<file path="config.mk">
export PLATFORM = sky130hd
export DESIGN_NAME = disk_cmd_issuer
export DESIGN_NICKNAME = d
export VERILOG_FILES = /design/src/rtl/disk_cmd_pkg.sv /design/src/rtl/geo_divider.sv /design/src/rtl/cmd_packer.sv /design/src/rtl/disk_cmd_issuer.sv
export SDC_FILE = /design/constraint.sdc
export NUM_CORES = 1
export LEC_CHECK = 0
export ABC_AREA = 1
export BUFFER_PORTS_ARGS = -buffer_cell sky130_fd_sc_hd__buf_4
export CAP_MARGIN = 30
export CORE_MARGIN = 2
export CORE_UTILIZATION = 30
export CTS_BUF_LIST = sky130_fd_sc_hd__clkbuf_4 sky130_fd_sc_hd__clkbuf_8
export DETAILED_ROUTE_END_ITERATION = 12
export HOLD_SLACK_MARGIN = 0.12
export SLEW_MARGIN = 10
export SYNTH_ARGS = -nofsm -noshare
export SYNTH_HDL_FRONTEND = slang
export SYNTH_SLANG_ARGS = --single-unit
</file>
<file path="constraint.sdc">
create_clock -name clk -period 6 [get_ports clk]
set_clock_uncertainty 0.2 [all_clocks]
set_input_delay 0 -clock clk [delete_from_list [all_inputs] [get_ports clk]]
set_output_delay 0 -clock clk [all_outputs]
set_load 0.01 [all_outputs]
</file>
<file path="src/rtl/disk_cmd_pkg.sv">
package disk_cmd_pkg;

   typedef enum logic [2:0] {
      RES_OK        = 3'd0,
      RES_IO_ERR    = 3'd1,
      RES_SLOW      = 3'd2,
      RES_TIMEOUT   = 3'd3,
      RES_ATTN_FAIL = 3'd4
   } res_e;

   typedef enum logic [3:0] {
      ST_IDLE,
      ST_GO_TRK,
      ST_RUN_TRK,
      ST_GO_CYL,
      ST_RUN_CYL,
      ST_ATTN,
      ST_SEND,
      ST_POLL,
      ST_WAIT,
      ST_DONE
   } st_e;

   localparam logic [4:0] OPC_READ  = 5'd1;
   localparam logic [4:0] OPC_WRITE = 5'd2;
   localparam logic [5:0] OPT_XFER  = 6'd2;
   localparam logic [1:0] LEN_FOUR  = 2'b01;

endpackage

</file>
<file path="src/rtl/geo_divider.sv">
module geo_divider #(
   parameter int NUM_W = 22,
   parameter int DEN_W = 7
) (
   input  logic             clk,
   input  logic             rst_n,
   input  logic             go,
   input  logic [NUM_W-1:0] num,
   input  logic [DEN_W-1:0] den,
   output logic             busy,
   output logic [NUM_W-1:0] quot,
   output logic [DEN_W-1:0] rem
);
   localparam int CNT_W = $clog2(NUM_W + 1);

   generate
      if (NUM_W < 2 || DEN_W < 1) begin : g_bad_width
         $error("geo_divider: NUM_W must be >= 2 and DEN_W >= 1");
      end
   endgenerate

   logic [CNT_W-1:0] steps;
   logic [DEN_W-1:0] den_q;
   logic [DEN_W:0]   trial;
   logic [DEN_W:0]   diff;
   logic             take;

   // one restoring step per cycle, quotient bits shift in from the right
   always_comb begin
      trial = {rem, quot[NUM_W-1]};
      diff  = trial - {1'b0, den_q};
      take  = (trial >= {1'b0, den_q});
   end

   always_ff @(posedge clk) begin
      if (!rst_n) begin
         steps <= '0;
         quot  <= '0;
         rem   <= '0;
         den_q <= '0;
      end else if (go) begin
         quot  <= num;
         rem   <= '0;
         den_q <= den;
         steps <= CNT_W'(NUM_W);
      end else if (steps != '0) begin
         quot  <= {quot[NUM_W-2:0], take};
         rem   <= take ? diff[DEN_W-1:0] : trial[DEN_W-1:0];
         steps <= steps - 1'b1;
      end
   end

   assign busy = (steps != '0);

endmodule

</file>
<file path="src/rtl/cmd_packer.sv">
module cmd_packer
   import disk_cmd_pkg::*;
(
   input  logic [1:0]  word_idx,
   input  logic        is_write,
   input  logic [2:0]  dev,
   input  logic [15:0] blocks,
   input  logic [9:0]  cyl,
   input  logic [5:0]  head,
   input  logic [4:0]  sector,
   output logic [15:0] word
);
   always_comb begin
      unique case (word_idx)
         2'd0:    word = {LEN_FOUR, OPT_XFER, dev, is_write ? OPC_WRITE : OPC_READ};
         2'd1:    word = blocks;
         2'd2:    word = {cyl[4:0], head, sector};
         default: word = {11'd0, cyl[9:5]};
      endcase
   end
endmodule

</file>
<file path="src/rtl/disk_cmd_issuer.sv">
module disk_cmd_issuer
   import disk_cmd_pkg::*;
#(
   parameter int LBA_W       = 22,
   parameter int BC_W        = 25,
   parameter int BLK_SHIFT   = 9,
   parameter int POLL_MAX    = 10000,
   parameter int CMP_TIMEOUT = 1000000
) (
   input  logic             clk,
   input  logic             rst_n,
   input  logic             start,
   input  logic             is_write,
   input  logic [2:0]       dev_sel,
   input  logic [LBA_W-1:0] lba,
   input  logic [BC_W-1:0]  byte_count,
   input  logic [5:0]       cfg_spt,
   input  logic [6:0]       cfg_heads,
   output logic             attn_req,
   input  logic             attn_done,
   input  logic             attn_ok,
   output logic             cmd_wr,
   output logic [15:0]      cmd_word,
   input  logic             cmd_full,
   input  logic             cmp_valid,
   input  logic             cmp_done,
   output logic             busy,
   output logic             result_valid,
   output logic [2:0]       result_code
);
   localparam int BLK_W  = BC_W - BLK_SHIFT;
   localparam int POLL_W = $clog2(POLL_MAX + 1);
   localparam int WAIT_W = $clog2(CMP_TIMEOUT + 1);
   localparam int DEN_W  = 7;

   generate
      if (LBA_W < 11 || LBA_W > 31) begin : g_bad_lba
         $error("disk_cmd_issuer: LBA_W must lie in 11..31");
      end
      if (BLK_SHIFT < 1 || BLK_W < 1) begin : g_bad_count
         $error("disk_cmd_issuer: BC_W must exceed BLK_SHIFT >= 1");
      end
      if (POLL_MAX < 1 || CMP_TIMEOUT < 1) begin : g_bad_limits
         $error("disk_cmd_issuer: limits must be at least 1");
      end
   endgenerate

   // block count: width of the shifted byte count picks the variant
   logic [15:0] blocks_in;
   generate
      if (BLK_W >= 16) begin : g_blk_trunc
         assign blocks_in = byte_count[BLK_SHIFT +: 16];
         if (BLK_W > 16) begin : g_hi
            logic unused_hi;
            assign unused_hi = ^byte_count[BC_W-1:BLK_SHIFT+16];
         end
      end else begin : g_blk_ext
         assign blocks_in = {{(16-BLK_W){1'b0}}, byte_count[BC_W-1:BLK_SHIFT]};
      end
   endgenerate

   st_e              st;
   res_e             res_q;
   logic             is_wr_q;
   logic [2:0]       dev_q;
   logic [LBA_W-1:0] lba_q;
   logic [LBA_W-1:0] track_q;
   logic [15:0]      blocks_q;
   logic [5:0]       spt_q;
   logic [6:0]       heads_q;
   logic [4:0]       sec_q;
   logic [5:0]       head_q;
   logic [9:0]       cyl_q;
   logic [1:0]       word_idx;
   logic [POLL_W-1:0] poll_cnt;
   logic [WAIT_W-1:0] wait_cnt;

   logic             div_go;
   logic [LBA_W-1:0] div_num;
   logic [DEN_W-1:0] div_den;
   logic             div_busy;
   logic [LBA_W-1:0] div_quot;
   logic [DEN_W-1:0] div_rem;

   always_comb begin
      div_go  = (st == ST_GO_TRK) || (st == ST_GO_CYL);
      div_num = (st == ST_GO_TRK) ? lba_q : track_q;
      div_den = (st == ST_GO_TRK) ? {1'b0, spt_q} : heads_q;
   end

   geo_divider #(.NUM_W(LBA_W), .DEN_W(DEN_W)) u_div (
      .clk  (clk),
      .rst_n(rst_n),
      .go   (div_go),
      .num  (div_num),
      .den  (div_den),
      .busy (div_busy),
      .quot (div_quot),
      .rem  (div_rem)
   );

   logic unused_bits;
   assign unused_bits = ^{div_rem[DEN_W-1], byte_count[BLK_SHIFT-1:0]};

   always_ff @(posedge clk) begin
      if (!rst_n) begin
         st       <= ST_IDLE;
         res_q    <= RES_OK;
         is_wr_q  <= 1'b0;
         dev_q    <= '0;
         lba_q    <= '0;
         track_q  <= '0;
         blocks_q <= '0;
         spt_q    <= '0;
         heads_q  <= '0;
         sec_q    <= '0;
         head_q   <= '0;
         cyl_q    <= '0;
         word_idx <= '0;
         poll_cnt <= '0;
         wait_cnt <= '0;
      end else begin
         unique case (st)
            ST_IDLE: if (start) begin
               is_wr_q  <= is_write;
               dev_q    <= dev_sel;
               lba_q    <= lba;
               blocks_q <= blocks_in;
               spt_q    <= cfg_spt;
               heads_q  <= cfg_heads;
               st       <= ST_GO_TRK;
            end
            ST_GO_TRK: st <= ST_RUN_TRK;
            ST_RUN_TRK: if (!div_busy) begin
               track_q <= div_quot;
               sec_q   <= div_rem[4:0];
               st      <= ST_GO_CYL;
            end
            ST_GO_CYL: st <= ST_RUN_CYL;
            ST_RUN_CYL: if (!div_busy) begin
               cyl_q  <= div_quot[9:0];
               head_q <= div_rem[5:0];
               st     <= ST_ATTN;
            end
            ST_ATTN: if (attn_done) begin
               word_idx <= '0;
               if (attn_ok) begin
                  st <= ST_SEND;
               end else begin
                  res_q <= RES_ATTN_FAIL;
                  st    <= ST_DONE;
               end
            end
            ST_SEND: begin
               poll_cnt <= '0;
               st       <= ST_POLL;
            end
            ST_POLL: begin
               if (!cmd_full) begin
                  if (word_idx == 2'd3) begin
                     wait_cnt <= '0;
                     st       <= ST_WAIT;
                  end else begin
                     word_idx <= word_idx + 1'b1;
                     st       <= ST_SEND;
                  end
               end else if (poll_cnt == POLL_W'(POLL_MAX - 1)) begin
                  res_q <= RES_SLOW;
                  st    <= ST_DONE;
               end else begin
                  poll_cnt <= poll_cnt + 1'b1;
               end
            end
            ST_WAIT: begin
               if (cmp_valid) begin
                  res_q <= cmp_done ? RES_OK : RES_IO_ERR;
                  st    <= ST_DONE;
               end else if (wait_cnt == WAIT_W'(CMP_TIMEOUT - 1)) begin
                  res_q <= RES_TIMEOUT;
                  st    <= ST_DONE;
               end else begin
                  wait_cnt <= wait_cnt + 1'b1;
               end
            end
            default: st <= ST_IDLE;
         endcase
      end
   end

   cmd_packer u_pack (
      .word_idx(word_idx),
      .is_write(is_wr_q),
      .dev     (dev_q),
      .blocks  (blocks_q),
      .cyl     (cyl_q),
      .head    (head_q),
      .sector  (sec_q),
      .word    (cmd_word)
   );

   assign busy         = (st != ST_IDLE);
   assign attn_req     = (st == ST_ATTN);
   assign cmd_wr       = (st == ST_SEND);
   assign result_valid = (st == ST_DONE);
   assign result_code  = res_q;

endmodule

</file>
==> metrics.md <==
| Metric | Value |
|---|---|
| Clock transition at path regs | 0.10 ns |
| CTS tree | built |
| LEAKAGE | roughly 0.0045 uW |
| Critical path launch point type | flip-flop |
| Post-synth EDFFs | 0 |
| Most instantiated library cell after synthesis | nor2_1 |
| GPL Wtd Cong | about 0.85 |
| F_max | between 0.2 and 0.3 GHz |
| Cell variety after synth | 41 |
| Hold crit path type | in2reg |
| Multi-input gate area | around 0.0042 mm2 |
| Via density | around 4.7 |
| Area contributors post-synth | dfxtp_1, nor2_1, nand2_1 |
| Max cap viols | 0 |
| TritonCTS buffer count | 17 |
| PortBufs | 85 |
| FF+latch area | between 0.003 and 0.004 mm2 |
| Core region area | ~0.029 mm2 |
| Crit end category | flip-flop |
| Crit path max fanout | 17 |
| Setup TNS Final | 0 ns |
| Clk buf depth | 2 |
| Yosys top cell area share | 0.4223 |
| Tmin final | 3.923 ns |
| Met3 WL | about 810 um |
| Worst setup path endpoint | result_code[0]$_SDFFE_PN0P_ |
| Crit path DAT | a little over 4 ns |
| Final Hold Fails | 0 |
| Warnings, synthesis | 0 |
| Filler cells | between 3,000 and 4,000 |
| Fin crit share | 0.6538 |
| Final wirelength | 23,270 um |
| Initial Util | 0.3022 |
| Final setup vio count | 0 |
| Drt pass-1 iters | 5 |
| DRT iter0 DRCs | around 540 |
| Clock sink count | about 180 |
| Vias | approximately 8,500 |
| Root Buffer | clkbuf_8 |
| R2R cell count | 10 |
| First-pass GRT wire length | 38,320 um |
| Post-synth ARST share | 0 |
| Gr usage total | 0.1543 |
| Area growth, synth to finish | 28.56% |
| Reg-to-Reg End | result_code[0]$_SDFFE_PN0P_ |
| Setup repair after global routing missed its margin | no |
| PwrDens | approximately 370 mW/mm2 |
| Pin count of the biggest net entering global routing | between 100 and 150 |
| Met2 WL | roughly 11,000 um |
| Top Metal Used | met4 |
| Layout cells sized above 1 | 0.1063 |
| Avg WL per Cell | between 10 and 15 um |
| Reg2reg start | st[1]$_SDFFE_PN0P_ |
| Syn avg cell area | approximately 6.9 um2 |
| Post-DP HPWL | about 15,000 um |
| Slew Limit Fails | 0 |
| Antenna violations before repair | 0 |
| Worst Max-Slew Pin Slew | a little over 0.9 ns |
| Number of global-route vias before repair | roughly 7,900 |
| DRC Markers | 0 |
| Post-Syn Instances | 1,242 |
| Rows | between 60 and 70 |
| Netlist Area Pre-Place | approximately 0.0086 mm2 |
| Die height | 173.6 um |
| Yosys reg bits | between 150 and 200 |
| Max-slew headroom | 0.3896 |
| Die boundary width | between 150 and 200 um |
| Syn Nets | between 1,000 and 1,500 |
| Status | finished, final reports clean |
| Ports | 95 |
| Routed Antenna Nets | 0 |
| M1 WL | 11,470 um |
| Sequential share of the synthesized area | 0.4223 |
| Synth Flop Type | dfxtp_1 |
| Worst Setup SP | st[1]$_SDFFE_PN0P_ |
| Hold Path Stages | 4 |
| Hold path start | lba[13] |
| Worst Path Required | between 6 and 7 ns |
| GR Overflow Total | 0 |
| Synth cell count leaders | nor2_1, nand2_1, dfxtp_1 |
| CP Class | reg2reg |
| Nets@finish | between 1,000 and 1,500 |
| Ant diodes | 0 |
| Resized Gates After CTS | 0 |
| Die area | between 0.03 and 0.04 mm2 |
| Area leader, netlist | dfxtp_1 |
| Design Power | 4077 uW |
| Worst-Skew Late Latency | roughly 0.47 ns |
| Htree depth | 4 |
| Peak supply drop | roughly 0.17 mV |
| Register-to-register setup slack | around 2.1 ns |
| WHS | ~0.15 ns |
-- worst min path at each step --
| stage | to | slack, ns |
|---|---|---|
| after CTS | lba_q[2]$_SDFFE_PN0P_ | 0.12 |
| after global routing | lba_q[9]$_SDFFE_PN0P_ | 0.14 |
| final | lba_q[13]$_SDFFE_PN0P_ | 0.15 |
| after global placement | lba_q[1]$_SDFFE_PN0P_ | 0.08 |
| after detailed placement | blocks_q[8]$_SDFFE_PN0P_ | 0.09 |
| after floorplan | result_code[2]$_SDFFE_PN0P_ | -0.01 |
-- flip-flops by register name (all words and copies together), names as in the netlist --
register and flops:
heads_q 7, word_idx 2, track_q 22, st 4
u_div.quot 22, u_div.den_q 7, spt_q 6, sec_q 5
dev_q 3, cyl_q 10, is_wr_q 1, u_div.steps 5
head_q 6, result_code 3, poll_cnt 14, blocks_q 16
u_div.rem 7, lba_q 22, wait_cnt 20
-- final cells by class --
class	count	share of cell area
repair buffers	205	0.1663
clock inverters	11	0.01060
flip-flops and latches	182	0.3285
inverters	140	0.04750
well taps	384	0.04332
clock buffers	21	0.02380
multi-input cells	862	0.3800
-- kinds of logic after synthesis --
family | count (synthesis) | share of synthesized area
XOR/XNOR | 13 | 0.01320
AO/OA/AOI/OAI | 305 | 0.1946
buffers and inverters | 198 | 0.09064
flip-flops | 182 | 0.4223
AND/OR/NAND/NOR | 529 | 0.2566
adder cells (fa/ha/maj) | 15 | 0.02263
-- layout by cell type, fill, tap and decap left out, types with 23 or more instances in the layout --
cell type      count
a21oi_1          115
nand3_1           62
buf_4             90
nor2_1           215
dfxtp_1          182
o21ai_0          128
dlygate4sd3_1    114
nand2_1          205
inv_1            133
o22ai_1           23
-- power by group --
part	internal [uW]	leakage, uW	switching (uW)
clock network	356	0.000191	469
registers	1500	0.00149	206
logic	615	0.00285	933
-- stage by stage --
stage | cells | util | instance area, um2 | setup slack [ns]
after floorplan | 1242 | - | 8627 | 3.899
after global placement | 1658 | 0.3342 | 9540 | 3.124
after detailed placement | 1658 | 0.3342 | 9540 | 3.087
after CTS | 1804 | 0.3875 | 11060 | 2.079
after global routing | 1805 | 0.3885 | 11090 | 1.800
final | 1805 | 0.3885 | 11090 | 2.077
-- critical path, cell delays in order (launching register included) --
cell           delay, ns
dfxtp_1             0.52
nor2_4              0.27
nand2_4             0.10
nor2_8              0.20
clkinv_1            0.49
a21oi_1             0.28
dlygate4sd3_1       0.58
nor2_1              0.05
dlygate4sd3_1       0.56
nor2_1              0.10
dlygate4sd3_1       0.54
-- what timing repair did --
item,in CTS,in global routing
hold buffers,114,0
endpoints found under the hold margin,100,0
setup buffers,0,0
-- layer usage --
metal,vias to the layer above,global-route usage
li1,4409,-
met2,148,0.2533
met5,-,0
met1,3925,0.2103
met3,15,0.02763
met4,0,0.03782
No activity file was read; power rests on OpenSTA's default activity.
